## config.mk

```make
export PLATFORM = sky130hd
export DESIGN_NAME = ee_cfg_bridge
export DESIGN_NICKNAME = d
export VERILOG_FILES = /design/src/rtl/ee_bridge_pkg.sv /design/src/rtl/ee_pin_ctrl.sv /design/src/rtl/ee_do_mask.sv /design/src/rtl/ee_image_rom.sv /design/src/rtl/ee_csum_engine.sv /design/src/rtl/ee_cfg_bridge.sv
export SDC_FILE = /design/constraint.sdc
export NUM_CORES = 1
export LEC_CHECK = 0
export BUFFER_PORTS_ARGS = -buffer_cell sky130_fd_sc_hd__clkbuf_2
export CORE_ASPECT_RATIO = 1.5
export CORE_MARGIN = 2
export CORE_UTILIZATION = 44
export CTS_CLUSTER_SIZE = 14
export DETAILED_ROUTE_END_ITERATION = 6
export PLACE_DENSITY_LB_ADDON = 0.25
export SYNTH_ARGS = -nofsm -noshare
export SYNTH_HDL_FRONTEND = slang
export SYNTH_SLANG_ARGS = --single-unit
```

## constraint.sdc

```tcl
create_clock -name clk -period 2.6 [get_ports clk]
set_clock_uncertainty 0.05 [all_clocks]
set_input_delay 0.78 -clock clk [delete_from_list [all_inputs] [get_ports clk]]
set_output_delay 0.78 -clock clk [all_outputs]
set_load 0.01 [all_outputs]
```

## src/rtl/ee_bridge_pkg.sv

```systemverilog
// Shared types and default-image contents for the serial EEPROM bridge.
// Assumes byte positions of the adapter fields are fixed by the image format.
package ee_bridge_pkg;

    typedef struct packed {
        logic cs;
        logic sk;
        logic di;
    } ee_pins_t;

    // Byte positions decoded by the consumer of the image
    localparam int unsigned POS_ID   = 64;
    localparam int unsigned POS_MODE = 65;
    localparam int unsigned POS_TAG  = 67;
    localparam int unsigned POS_OPT  = 68;

    // Default content of one image byte (checksum bytes excluded)
    function automatic logic [7:0] dflt_byte(
        input int unsigned b,
        input logic [7:0]  fill,
        input int unsigned pairs,
        input logic [7:0]  id_v,
        input logic [7:0]  mode_v,
        input logic [7:0]  tag_v,
        input logic [7:0]  opt_v
    );
        logic [7:0] v;
        v = 8'h00;
        if (b < 2 * pairs) begin
            v = (b % 2 == 0) ? fill : 8'h00;
        end else if (b == POS_ID) begin
            v = id_v;
        end else if (b == POS_MODE) begin
            v = mode_v;
        end else if (b == POS_TAG) begin
            v = tag_v;
        end else if (b == POS_OPT) begin
            v = opt_v;
        end
        return v;
    endfunction

endpackage

```

## src/rtl/ee_pin_ctrl.sv

```systemverilog
// Decodes configuration writes into registered EEPROM pin levels.
// Assumes one write per strobe cycle; the pins change only on a hit.
module ee_pin_ctrl
    import ee_bridge_pkg::*;
#(
    parameter int unsigned    CFG_AW    = 8,
    parameter logic [CFG_AW-1:0] SEL_OFS   = 8'h80,
    parameter logic [CFG_AW-1:0] DESEL_OFS = 8'hC0
) (
    input  logic              clk,
    input  logic              rst_n,
    input  logic              wr_en,
    input  logic [CFG_AW-1:0] addr,
    input  logic [1:0]        wbits,
    output ee_pins_t          pins,
    output logic              pt_wr_en
);

    logic hit_sel;
    logic hit_desel;
    ee_pins_t pins_q;

    // Offset decode for the two pin-control offsets
    always_comb begin
        hit_sel   = (addr == SEL_OFS);
        hit_desel = (addr == DESEL_OFS);
    end

    // Forward every other write to normal configuration storage
    always_comb pt_wr_en = wr_en && !hit_sel && !hit_desel;

    // Pin register: one update per decoded write
    always_ff @(posedge clk) begin
        if (!rst_n) begin
            pins_q <= '0;
        end else if (wr_en && hit_sel) begin
            pins_q <= '{cs: 1'b1, sk: wbits[1], di: wbits[0]};
        end else if (wr_en && hit_desel) begin
            pins_q <= '0;
        end
    end

    assign pins = pins_q;

endmodule

```

## src/rtl/ee_do_mask.sv

```systemverilog
// Folds the EEPROM data-out line into one configuration read byte.
// Assumes the read path is combinational from the storage read data.
module ee_do_mask #(
    parameter int unsigned       CFG_AW   = 8,
    parameter int unsigned       CFG_DW   = 32,
    parameter logic [CFG_AW-1:0] MASK_OFS = 8'h00
) (
    input  logic [CFG_AW-1:0] addr,
    input  logic [2:0]        rd_bytes,
    input  logic              ee_do,
    input  logic [CFG_DW-1:0] std_rdata,
    output logic [CFG_DW-1:0] rdata
);

    logic clear_lo;

    // A single-byte read of the mask offset with data-out low clears the byte
    always_comb clear_lo = (rd_bytes == 3'd1) && (addr == MASK_OFS) && !ee_do;

    // Return storage data, low byte cleared when required
    always_comb begin
        rdata = std_rdata;
        if (clear_lo) begin
            rdata[7:0] = 8'h00;
        end
    end

endmodule

```

## src/rtl/ee_image_rom.sv

```systemverilog
// Computed default EEPROM image with a byte port and a 16-bit word port.
// Assumes the checksum bytes are overlaid outside this module.
module ee_image_rom
    import ee_bridge_pkg::*;
#(
    parameter int unsigned IMG_AW     = 7,
    parameter logic [7:0]  FILL_BYTE  = 8'h57,
    parameter int unsigned FILL_PAIRS = 16,
    parameter logic [7:0]  ID_BYTE    = 8'h07,
    parameter logic [7:0]  MODE_BYTE  = 8'h0F,
    parameter logic [7:0]  TAG_BYTE   = 8'h04,
    parameter logic [7:0]  OPT_BYTE   = 8'h07
) (
    input  logic [IMG_AW-1:0] byte_addr,
    input  logic [IMG_AW-2:0] word_idx,
    output logic [7:0]        byte_data,
    output logic [15:0]       word_data
);

    // Byte port lookup
    always_comb byte_data = dflt_byte(int'(byte_addr), FILL_BYTE, FILL_PAIRS,
                                      ID_BYTE, MODE_BYTE, TAG_BYTE, OPT_BYTE);

    // Word port: one lane per byte, little-endian order
    for (genvar ln = 0; ln < 2; ln++) begin : g_lane
        logic [IMG_AW-1:0] lane_addr;
        always_comb lane_addr = {word_idx, ln[0]};
        always_comb word_data[8*ln +: 8] = dflt_byte(int'(lane_addr), FILL_BYTE, FILL_PAIRS,
                                                    ID_BYTE, MODE_BYTE, TAG_BYTE, OPT_BYTE);
    end

endmodule

```

## src/rtl/ee_csum_engine.sv

```systemverilog
// Walks the image words once after reset and forms seed minus word sum.
// Assumes the word port answers in the same cycle as the index.
module ee_csum_engine #(
    parameter int unsigned IMG_AW = 7,
    parameter logic [15:0] SEED   = 16'h1234
) (
    input  logic              clk,
    input  logic              rst_n,
    input  logic [15:0]       word_data,
    output logic [IMG_AW-2:0] word_idx,
    output logic              done,
    output logic [15:0]       csum
);

    localparam int unsigned WORDS = (2 ** IMG_AW - 2) / 2;
    localparam logic [IMG_AW-2:0] LAST = (IMG_AW-1)'(WORDS - 1);

    logic [IMG_AW-2:0] idx_q;
    logic [15:0]       sum_q;
    logic              done_q;

    // Accumulate one word per clock until the last data word
    always_ff @(posedge clk) begin
        if (!rst_n) begin
            idx_q  <= '0;
            sum_q  <= '0;
            done_q <= 1'b0;
        end else if (!done_q) begin
            sum_q <= sum_q + word_data;
            if (idx_q == LAST) begin
                done_q <= 1'b1;
            end else begin
                idx_q <= idx_q + 1'b1;
            end
        end
    end

    // Checksum word makes all words add up to the seed
    always_comb csum = SEED - sum_q;

    assign word_idx = idx_q;
    assign done     = done_q;

endmodule

```

## src/rtl/ee_cfg_bridge.sv

```systemverilog
// Top: configuration-space bridge to a bit-banged serial EEPROM, plus
// the default-image checksum filler. Assumes one config access per cycle.
module ee_cfg_bridge
    import ee_bridge_pkg::*;
#(
    parameter int unsigned       CFG_AW     = 8,
    parameter int unsigned       CFG_DW     = 32,
    parameter logic [CFG_AW-1:0] SEL_OFS    = 8'h80,
    parameter logic [CFG_AW-1:0] DESEL_OFS  = 8'hC0,
    parameter logic [CFG_AW-1:0] MASK_OFS   = 8'h00,
    parameter int unsigned       IMG_AW     = 7,
    parameter logic [7:0]        FILL_BYTE  = 8'h57,
    parameter int unsigned       FILL_PAIRS = 16,
    parameter logic [7:0]        ID_BYTE    = 8'h07,
    parameter logic [7:0]        MODE_BYTE  = 8'h0F,
    parameter logic [7:0]        TAG_BYTE   = 8'h04,
    parameter logic [7:0]        OPT_BYTE   = 8'h07,
    parameter logic [15:0]       SEED       = 16'h1234
) (
    input  logic              clk,
    input  logic              rst_n,
    input  logic              cfg_wr_en,
    input  logic [CFG_AW-1:0] cfg_addr,
    input  logic [1:0]        cfg_wbits,
    input  logic [2:0]        cfg_rd_bytes,
    input  logic [CFG_DW-1:0] cfg_std_rdata,
    output logic [CFG_DW-1:0] cfg_rdata,
    output logic              cfg_pt_wr_en,
    output logic              ee_cs,
    output logic              ee_sk,
    output logic              ee_di,
    input  logic              ee_do,
    input  logic [IMG_AW-1:0] img_addr,
    output logic [7:0]        img_data,
    output logic              csum_done
);

    localparam int unsigned IMG_BYTES = 2 ** IMG_AW;
    localparam logic [IMG_AW-1:0] CS_LO = IMG_AW'(IMG_BYTES - 2);
    localparam logic [IMG_AW-1:0] CS_HI = IMG_AW'(IMG_BYTES - 1);

    ee_pins_t          pins;
    logic [7:0]        rom_byte;
    logic [15:0]       rom_word;
    logic [IMG_AW-2:0] walk_idx;
    logic [15:0]       csum;
    logic              done;

    ee_pin_ctrl #(
        .CFG_AW(CFG_AW), .SEL_OFS(SEL_OFS), .DESEL_OFS(DESEL_OFS)
    ) u_pins (
        .clk(clk), .rst_n(rst_n), .wr_en(cfg_wr_en), .addr(cfg_addr),
        .wbits(cfg_wbits), .pins(pins), .pt_wr_en(cfg_pt_wr_en)
    );

    ee_do_mask #(
        .CFG_AW(CFG_AW), .CFG_DW(CFG_DW), .MASK_OFS(MASK_OFS)
    ) u_mask (
        .addr(cfg_addr), .rd_bytes(cfg_rd_bytes), .ee_do(ee_do),
        .std_rdata(cfg_std_rdata), .rdata(cfg_rdata)
    );

    ee_image_rom #(
        .IMG_AW(IMG_AW), .FILL_BYTE(FILL_BYTE), .FILL_PAIRS(FILL_PAIRS),
        .ID_BYTE(ID_BYTE), .MODE_BYTE(MODE_BYTE), .TAG_BYTE(TAG_BYTE),
        .OPT_BYTE(OPT_BYTE)
    ) u_rom (
        .byte_addr(img_addr), .word_idx(walk_idx),
        .byte_data(rom_byte), .word_data(rom_word)
    );

    ee_csum_engine #(
        .IMG_AW(IMG_AW), .SEED(SEED)
    ) u_csum (
        .clk(clk), .rst_n(rst_n), .word_data(rom_word),
        .word_idx(walk_idx), .done(done), .csum(csum)
    );

    // Overlay the checksum word on the last two image bytes
    always_comb begin
        if (img_addr == CS_LO) begin
            img_data = done ? csum[7:0] : 8'h00;
        end else if (img_addr == CS_HI) begin
            img_data = done ? csum[15:8] : 8'h00;
        end else begin
            img_data = rom_byte;
        end
    end

    // Expose pin register and completion flag
    always_comb begin
        ee_cs     = pins.cs;
        ee_sk     = pins.sk;
        ee_di     = pins.di;
        csum_done = done;
    end

endmodule

```

==> flow_summary.ini, run 1 <==
[outcome]
status = complete, but fails checks
failed_checks = negative setup slack

[placed_design]
placedInstanceArea_mm2 = 0.002693
placer_congestion = 0.7969
dp_cells = 409
pre_cts_ws_ns = -0.3850
dp_hpwl_um = 4300
numPortBuffers = 52

[timing]
finalMaxSlewViolations = 0
min_period_ns = 2.953
maxSlewHeadroom = 0.5515
min_period_over_period = 1.136
setup_viol_count_final = 15
final.hold.worst_slack_ns = 0.4244
worst_slack_ns = -0.3526
finalSetupTns_ns = -3.221
unrepaired_setup_endpoints_after_global_routing = true
max_slew.worst_pin.slew_ns = 0.6696
hold_violations_final = 0
clock.fmax_mhz = 338.7

[synth]
postSynthRegisterBits = 26
cell_types_occupying_the_most_area_after_synthesis = sky130_fd_sc_hd__dfxtp_1 (23%), sky130_fd_sc_hd__buf_4 (7.8%), sky130_fd_sc_hd__ha_1 (7.6%), sky130_fd_sc_hd__xnor2_1 (4.6%), sky130_fd_sc_hd__nor2_1 (4.4%)
synth_area_leader_cell = sky130_fd_sc_hd__dfxtp_1
post_synthesis_instance_area_mm2 = 0.002305
synth.net_count = 363
avgSynthCellArea_um2 = 7.893
synth_enable_flop_cells = 0
synth.lib_cells_used.distinct = 60
synth-warning-count = 0
share_of_the_yosys_chip_area_belonging_to_registers = 0.2258
synthArstFlopShare = 0
yosysTopAreaCellShare = 0.2258
synthesis.instances = 292
synth-main-ff-cell = sky130_fd_sc_hd__dfxtp_1

[route]
number_of_nets_with_antenna_violations_after_detailed_routing = 0
dr_total_vias = 2309
totalWireLength_um = 5887
firstDrtPassIters = 4
post-route-drc-count = 0
detailedRoute.firstIterationViolations = 71
route.detailed.vias_per_inst = 5.472
wl_per_cell_um = 13.95

[final_layout]
multi_input_comb_area_mm2 = 0.001772
layout.cells.most_common = sky130_fd_sc_hd__buf_4
most-common-layout-cells = sky130_fd_sc_hd__buf_4 (41), sky130_fd_sc_hd__clkbuf_2 (40), sky130_fd_sc_hd__nor2_1 (25)
drive_gt1_frac = 0.4492
num-fill-cells = 466
nets = 426
layout-area-overhead-vs-synth_pct = 36.86
seqCellArea_um2 = 533.0
n_antenna_cell = 0
finalCoreUtilization = 0.6203
stdcell_area_mm2 = 0.003154
finalNonFillerCells = 422

[cts]
cts-htree-levels = 1
cts_made_buffers = 3
worst_skew_pair.late_latency_ns = 0.28
cts-root-buf = sky130_fd_sc_hd__clkbuf_8
number_of_clock_sinks_seen_by_cts = 26
clock_transition_time_at_the_flip_flop_clock_pins_of_the_worst_setup_and_hold_paths_ns = 0.10
clockBufferDepth = 2
tritoncts = yes

[global_routing]
overflow = 0
total_track_usage = 0.1913
grt_start_max_net_pins = 29
grt_antenna_before_repair = 0
vias_in_the_first_global_route = 2242
grt_pass1_wl_um = 9232

[critical_path]
crit_end_element = output pin
cpLargestDelayFamily = simple AND/OR/NAND/NOR gates
path_buf_inv = 2
arrival_ns = 2.12
critPathKind = input port to output pin
worst_path_largest_cell_delay_ns = 0.53
crit_fanout = 8
crit_path_frequent_cell = sky130_fd_sc_hd__clkbuf_2
path_cells = clkbuf_2, or4_4, nor3_4, nand4b_1, and2_1, clkbuf_2
setup.worst_path.start_class = input port
data_required_time_at_the_worst_endpoint_ns = 1.77
slowest_stage = sky130_fd_sc_hd__or4_4

[pwr]
leakage_nw = 1.365
p_per_area_mw_per_mm2 = 463.7
overall_power_after_layout_mw = 1.463
vdd_drop_max_v = 0.0003129

[die]
die-width_um = 63.10
floorplan.core_area_mm2 = 0.005085
top_level_ports = 101
dieHeight_um = 92.64
design.die.area_mm2 = 0.005845
floorplan.initialDensity = 0.4532
row_count = 32

[worst_hold_path]
timing.hold.worst.class = flop to flop

[run]
max_cap_viol_count = 0
-- what timing repair did --
action                     4_1_cts  5_1_grt
setup buffers                    8        2
hold buffers                     0        0
setup endpoints to repair       21       24
pin swaps                       32       18
gates resized for setup         41       41
-- registers in the layout (all words and copies together), names as in the netlist --
| signal | cells |
|---|---|
| u_csum.word_idx | 6 |
| u_csum.sum_q | 16 |
| u_csum.done | 1 |
| u_pins.pins | 3 |
-- cells in the mapped netlist, types with 8 or more instances --
cell type	instances
sky130_fd_sc_hd__clkbuf_1	8
sky130_fd_sc_hd__buf_4	24
sky130_fd_sc_hd__a21oi_1	18
sky130_fd_sc_hd__dfxtp_1	26
sky130_fd_sc_hd__ha_1	14
sky130_fd_sc_hd__and2_1	11
sky130_fd_sc_hd__xnor2_1	12
sky130_fd_sc_hd__inv_1	8
sky130_fd_sc_hd__o21ai_0	8
sky130_fd_sc_hd__xor2_1	10
sky130_fd_sc_hd__nand2_1	17
sky130_fd_sc_hd__nor2_1	27
-- report_power, final --
group	total (mW)	leakage, nW	internal, mW	switching (mW)
clock network	0.339	0.0357	0.206	0.133
registers	0.488	0.215	0.443	0.0452
logic	0.635	1.11	0.325	0.310
-- worst register-to-register path: stages, from the launching register on --
cell,delay (ns)
sky130_fd_sc_hd__dfxtp_4,0.39
sky130_fd_sc_hd__inv_4,0.04
sky130_fd_sc_hd__ha_4,0.16
sky130_fd_sc_hd__o21ai_4,0.16
sky130_fd_sc_hd__a21oi_4,0.10
sky130_fd_sc_hd__ha_1,0.33
sky130_fd_sc_hd__a211o_1,0.30
sky130_fd_sc_hd__a41o_1,0.23
sky130_fd_sc_hd__a311o_1,0.39
sky130_fd_sc_hd__o2111ai_2,0.20
sky130_fd_sc_hd__mux2i_1,0.19
-- cell families after synthesis --
family,count (synthesis),synth area share
adder cells (fa/ha/maj),15,0.08469
multiplexers,5,0.02172
buffers and inverters,46,0.1189
XOR/XNOR,22,0.08360
flip-flops,26,0.2258
AND/OR/NAND/NOR,110,0.2617
AO/OA/AOI/OAI,68,0.2036
-- metal layers --
layer / wire length [um] / track usage
met1: 2221 / 0.1931
met2: 3282 / 0.3892
met3: 295 / 0.01944
met4: 88 / 0.07222
met5: 0 / 0
-- path summary, 6_finish.rpt --
kind | startpoint | endpoint | slack (ns) | cells after the start
worst min-delay path | u_pins.pins[1]$_SDFFE_PN0P_ | u_pins.pins[1]$_SDFFE_PN0P_ | 0.42 | 2
worst max register to register | u_csum.word_idx[1]$_SDFFE_PN0P_ | u_csum.sum_q[15]$_SDFFE_PN0N_ | 0 | 10
worst min register to register | u_pins.pins[1]$_SDFFE_PN0P_ | u_pins.pins[1]$_SDFFE_PN0P_ | 0.42 | 2
worst max-delay path | cfg_addr[3] | cfg_rdata[1] | -0.35 | 6
-- cell type report --
class                   instances  area share
well taps                      68     0.02697
flip-flops and latches         26      0.1690
clock inverters                 1    0.009520
repair buffers                 96      0.2094
multi-input cells             220      0.5617
clock buffers                   3     0.01309
inverters                       8     0.01031
Note: power is estimated with default switching activity, not from simulation.
==> inputs of run 2 (changes only) <==
--- a/config.mk
+++ b/config.mk
@@ -7,11 +7,13 @@
 export LEC_CHECK = 0
 export BUFFER_PORTS_ARGS = -buffer_cell sky130_fd_sc_hd__clkbuf_2
 export CORE_ASPECT_RATIO = 1.5
-export CORE_MARGIN = 2
+export CORE_MARGIN = 8
 export CORE_UTILIZATION = 44
 export CTS_CLUSTER_SIZE = 14
 export DETAILED_ROUTE_END_ITERATION = 6
 export PLACE_DENSITY_LB_ADDON = 0.25
+export SETUP_SLACK_MARGIN = 0.02
+export SKIP_LAST_GASP = 1
 export SYNTH_ARGS = -nofsm -noshare
 export SYNTH_HDL_FRONTEND = slang
 export SYNTH_SLANG_ARGS = --single-unit
==> run 2 against run 1 <==
The flow still finishes with violations (negative setup slack). Largest power group unchanged. Via count up 2.6%. Routed wire length increased by 9.6%. Clock power is 19% lower. Utilization increased by 0.76 points. Highest routed layer unchanged. Sequential power hardly changed. Count of clock-buffer cells in the layout rose by 1. Combinational power up 6.5%. Sequential share of layout area down 0.13 points. Critical endpoint is now cfg_rdata[5]. Largest cell class unchanged. Hold slack hardly changed. Fmax decreased by 0.30%. Non-clock buffer count rose by 4.
==> flow_summary.ini, run 2 (synthesis gave the netlist of run 1 again) <==
[timing]
unrepaired_setup_endpoints_after_global_routing = true
min_period_ns = 2.962
maxSlewHeadroom = 0.5160
hold_violations_final = 0
min_period_over_period = 1.139
worst_slack_ns = -0.3615
setup_viol_count_final = 15
max_slew.worst_pin.slew_ns = 0.7226
final.hold.worst_slack_ns = 0.4244
finalSetupTns_ns = -3.488
clock.fmax_mhz = 337.7
finalMaxSlewViolations = 0

[pwr]
vdd_drop_max_v = 0.0002168
leakage_nw = 1.371
p_per_area_mw_per_mm2 = 451.4
overall_power_after_layout_mw = 1.441

[critical_path]
crit_fanout = 8
regToRegStartpoint = u_csum.word_idx[1]$_SDFFE_PN0P_
r2r.worst_path.cells = 10
setup.worst_path.start_class = input port
arrival_ns = 2.13
crit-reg2reg-capture = u_csum.sum_q[15]$_SDFFE_PN0N_
timing.reg2reg.setup_slack_ns = 0.02
data_required_time_at_the_worst_endpoint_ns = 1.77
critPathKind = input port to output pin
crit_end_element = output pin

[placed_design]
numPortBuffers = 52
pre_cts_ws_ns = -0.3892
placer_congestion = 0.7894
dp_hpwl_um = 4593

[global_routing]
total_track_usage = 0.1617
overflow = 0
grtUsageMet1 = 0.1722
gr-usage-met2 = 0.2816
vias_in_the_first_global_route = 2295
grt_start_max_net_pins = 29
grt.busiest_layer = met2
grt_pass1_wl_um = 10290
grt_use_met3 = 0.03541
grt_antenna_before_repair = 0

[cts]
cts-htree-levels = 1
tritoncts = yes
worst_skew_pair.late_latency_ns = 0.28
cts-root-buf = sky130_fd_sc_hd__clkbuf_8
number_of_clock_sinks_seen_by_cts = 26
clockBufferDepth = 2
cts_made_buffers = 3
clock_transition_time_at_the_flip_flop_clock_pins_of_the_worst_setup_and_hold_paths_ns = 0.10
post_cts_hold_buffer_count = 0

[final_layout]
layout-area-overhead-vs-synth_pct = 38.54
largest_reg_flops = 16
n_antenna_cell = 0
largest_register = u_csum.sum_q
layout.cells.most_common = sky130_fd_sc_hd__buf_4
drive_gt1_frac = 0.4497
nets = 430
most-common-layout-cells = sky130_fd_sc_hd__buf_4 (47), sky130_fd_sc_hd__clkbuf_2 (39), sky130_fd_sc_hd__nor2_1 (25)
num-fill-cells = 472

[route]
dr_total_vias = 2370
route.detailed.vias_per_inst = 5.563
detailedRoute.firstIterationViolations = 50
firstDrtPassIters = 4
wl_per_cell_um = 15.15
totalWireLength_um = 6453
number_of_nets_with_antenna_violations_after_detailed_routing = 0
post-route-drc-count = 0

[worst_hold_path]
min_delay_worst_endpoint = u_pins.pins[0]$_SDFFE_PN0P_
min_path_cells = 2
timing.hold.worst.class = flop to flop
hold_path.startpoint = u_pins.pins[0]$_SDFFE_PN0P_

[die]
die-width_um = 75.10
design.die.area_mm2 = 0.007858
floorplan.initialDensity = 0.4532
top_level_ports = 101
floorplan.core_area_mm2 = 0.005085
dieHeight_um = 104.6
row_count = 32

[outcome]
failed_checks = negative setup slack
status = complete, but fails checks

[run]
max_cap_viol_count = 0
-- run 2: cell types whose count changed in the layout (fill, tap and decap cells not counted), moves of 2 or more --
cell,change
sky130_fd_sc_hd__buf_4,+6
sky130_fd_sc_hd__a21oi_2,-2
sky130_fd_sc_hd__nand3_2,-2
sky130_fd_sc_hd__buf_8,-2
-- run 2: report_power, final --
| group | internal (mW) | switching (mW) | total [mW] |
|---|---|---|---|
| registers | 0.442 | 0.0479 | 0.490 |
| clock network | 0.136 | 0.140 | 0.276 |
| logic | 0.355 | 0.322 | 0.676 |
-- run 2: worst max-delay path by stage --
stage,from,to,slack (ns),cells after the start
6_report,cfg_addr[3],cfg_rdata[5],-0.36,6
5_1_grt,cfg_addr[3],cfg_rdata[3],-0.46,6
4_1_cts,cfg_addr[3],cfg_rdata[5],-0.38,6
3_5_place_dp,cfg_addr[3],cfg_rdata[5],-0.39,6
3_3_place_gp,cfg_addr[3],cfg_rdata[6],-0.35,6
2_1_floorplan,cfg_addr[3],cfg_rdata[1],-0.1,4
-- run 2: final cells by class --
cell class,instances,area (um2),area share
Clock buffer,4,55.05,0.01724
Timing Repair Buffer,100,681.9,0.2136
Multi-Input combinational cell,220,1800,0.5639
Inverter,8,35.03,0.01097
Sequential cell,26,535.5,0.1677
Tap cell,68,85.08,0.02665
-- run 2: what timing repair did --
| action | CTS | global route |
|---|---|---|
| buffers inserted | 9 | 10 |
| gates resized for setup | 44 | 43 |
| endpoints found under the setup margin | 21 | 22 |
| pin swaps | 31 | 24 |
-- run 2: layer usage --
layer  vias up  routed length, um  part of all wire
met3         8                379             0.059
met2        73               3387              0.52
met4         0                112             0.017
li1       1160                  -                 -
met1      1129               2573              0.40
met5         -                  0                 0
-- run 2: critical path: stages --
cell and delay (ns):
sky130_fd_sc_hd__clkbuf_2 0.08, sky130_fd_sc_hd__or4_4 0.53, sky130_fd_sc_hd__nor3_4 0.14, sky130_fd_sc_hd__nand4b_1 0.24, sky130_fd_sc_hd__and2_1 0.23, sky130_fd_sc_hd__clkbuf_2 0.13
-- run 2: per-stage QoR --
stage / cell area (um2) / std cells / util
finish: 3193 / 426 / 0.6280
global route: 3193 / 426 / 0.6280
CTS: 2954 / 417 / 0.5810
detailed placement: 2668 / 405 / 0.5246
global placement: 2668 / 405 / 0.5246
floorplan: 2333 / 292 / -
==> inputs of run 3 (changes only) <==
--- a/config.mk
+++ b/config.mk
@@ -11,7 +11,8 @@
 export CORE_UTILIZATION = 44
 export CTS_CLUSTER_SIZE = 14
 export DETAILED_ROUTE_END_ITERATION = 6
-export PLACE_DENSITY_LB_ADDON = 0.25
+export GPL_ROUTABILITY_DRIVEN = 0
+export PLACE_DENSITY = 0.88
 export SETUP_SLACK_MARGIN = 0.02
 export SKIP_LAST_GASP = 1
 export SYNTH_ARGS = -nofsm -noshare
==> run 3 against run 2 <==
The flow still finishes with violations (negative setup slack). Worst setup slack worse by 0.022 ns. Clock power up 22%. Via count up 1.4%. Critical path type unchanged. Highest routed layer unchanged.
==> flow_summary.ini, run 3 (synthesis gave the netlist of run 1 again) <==
[final_layout]
finalNonFillerCells = 420
drive_gt1_frac = 0.4489
layout.cells.most_common = sky130_fd_sc_hd__buf_4
nets = 424
layout-area-overhead-vs-synth_pct = 38.71
largest_reg_flops = 16
most-common-layout-cells = sky130_fd_sc_hd__buf_4 (37), sky130_fd_sc_hd__clkbuf_2 (36), sky130_fd_sc_hd__nor2_1 (24)
largest_register = u_csum.sum_q
stdcell_area_mm2 = 0.003197
finalCoreUtilization = 0.6287
n_antenna_cell = 0

[global_routing]
total_track_usage = 0.1727
grt_start_max_net_pins = 29
vias_in_the_first_global_route = 2570
overflow = 0
grt.busiest_layer = met2
grt_antenna_before_repair = 0
grtUsageMet1 = 0.1605
grt_pass1_wl_um = 11070
grt_use_met3 = 0.03349
gr-usage-met2 = 0.3114

[placed_design]
dp_cells = 405
placedInstanceArea_mm2 = 0.002668
dp_hpwl_um = 4721
pre_cts_ws_ns = -0.4232
numPortBuffers = 52

[route]
totalWireLength_um = 7085
wl_per_cell_um = 16.87
firstDrtPassIters = 4
detailedRoute.firstIterationViolations = 106
dr_total_vias = 2402
number_of_nets_with_antenna_violations_after_detailed_routing = 0
post-route-drc-count = 0
route.detailed.vias_per_inst = 5.719

[critical_path]
timing.reg2reg.setup_slack_ns = -0.02
arrival_ns = 2.15
worst_path_largest_cell_delay_ns = 0.53
critPathKind = input port to output pin
path_buf_inv = 2
regToRegStartpoint = u_csum.word_idx[1]$_SDFFE_PN0P_
cpLargestDelayFamily = simple AND/OR/NAND/NOR gates
data_required_time_at_the_worst_endpoint_ns = 1.77
slowest_stage = sky130_fd_sc_hd__or4_4
crit_end_element = output pin
crit_fanout = 8
crit-reg2reg-capture = u_csum.sum_q[15]$_SDFFE_PN0N_
setup.worst_path.start_class = input port
r2r.worst_path.cells = 10
path_cells = clkbuf_2, or4_4, nor3_4, nand4b_1, and2_4, buf_6

[cts]
worst_skew_pair.late_latency_ns = 0.27
cts_made_buffers = 3
number_of_clock_sinks_seen_by_cts = 26
clockBufferDepth = 2
tritoncts = yes
cts-htree-levels = 1
cts-root-buf = sky130_fd_sc_hd__clkbuf_8
clock_transition_time_at_the_flip_flop_clock_pins_of_the_worst_setup_and_hold_paths_ns = 0.09

[run]
max_cap_viol_count = 0

[die]
floorplan.initialDensity = 0.4532
floorplan.core_area_mm2 = 0.005085
die-width_um = 75.10
row_count = 32
design.die.area_mm2 = 0.007858
dieHeight_um = 104.6
top_level_ports = 101

[timing]
worst_slack_ns = -0.3838
setup_viol_count_final = 17
maxSlewHeadroom = 0.5441
min_period_ns = 2.984
hold_violations_final = 0
final.hold.worst_slack_ns = 0.4282
min_period_over_period = 1.148
finalMaxSlewViolations = 0
unrepaired_setup_endpoints_after_global_routing = true
finalSetupTns_ns = -3.919
max_slew.worst_pin.slew_ns = 0.6807
clock.fmax_mhz = 335.1

[pwr]
power_frac_comb = 0.452
leakage_nw = 1.370
overall_power_after_layout_mw = 1.508
internal_power_mw = 0.9851
share_of_power_burned_in_registers = 0.325
p_per_area_mw_per_mm2 = 471.8
total_switching_power_mw = 0.5231
switching_share = 0.3469
share_clk_of_total_power = 0.223
vdd_drop_max_v = 0.0002754

[worst_hold_path]
timing.hold.worst.class = flop to flop
min_path_cells = 2
hold_path.startpoint = u_pins.pins[1]$_SDFFE_PN0P_
min_delay_worst_endpoint = u_pins.pins[1]$_SDFFE_PN0P_

[outcome]
failed_checks = negative setup slack
status = complete, but fails checks
-- run 3: what timing repair did --
item | in CTS | in global routing
setup endpoints to repair | 22 | 24
setup buffers | 7 | 7
hold buffers | 0 | 0
gates resized for setup | 44 | 57
pin swaps | 33 | 37
hold endpoints to repair | 0 | 0
-- run 3: worst max-delay path by stage --
stage	cells after the start	to	slack, ns	start
final	6	cfg_rdata[0]	-0.38	cfg_addr[3]
after CTS	6	cfg_rdata[2]	-0.39	cfg_addr[3]
after detailed placement	6	cfg_rdata[2]	-0.42	cfg_addr[3]
after global routing	6	cfg_rdata[0]	-0.46	cfg_addr[3]
after floorplan	4	cfg_rdata[1]	-0.1	cfg_addr[3]
after global placement	6	cfg_rdata[2]	-0.35	cfg_addr[3]
-- run 3: tightest hold or removal path: stages (launching register included) --
cell and delay [ns]:
sky130_fd_sc_hd__dfxtp_1 0.32, sky130_fd_sc_hd__nand2b_1 0.06, sky130_fd_sc_hd__a21oi_1 0.05
-- run 3: power groups by stage --
stage / registers, mW / clock network (mW) / logic, mW
after floorplan: 0.482 / 0 / 0.398
after global placement: 0.483 / 0 / 0.504
after detailed placement: 0.487 / 0 / 0.526
after CTS: 0.483 / 0.340 / 0.620
after global routing: 0.496 / 0.361 / 0.733
final: 0.490 / 0.337 / 0.681
-- run 3: metal layers --
metal	part of all wire	vias up	routed length, um
met5	0	-	0
met4	0.055	0	391
met3	0.061	35	431
met2	0.54	104	3832
met1	0.34	1121	2430
li1	-	1142	-
-- run 3: layout make-up --
type | count | area [um2]
clock buffers | 3 | 41.29
clock inverters | 1 | 30.03
fillers | 400 | 1888
inverters | 8 | 37.54
multi-input cells | 220 | 1810
flip-flops and latches | 26 | 534.3
well taps | 68 | 85.08
repair buffers | 94 | 658.1
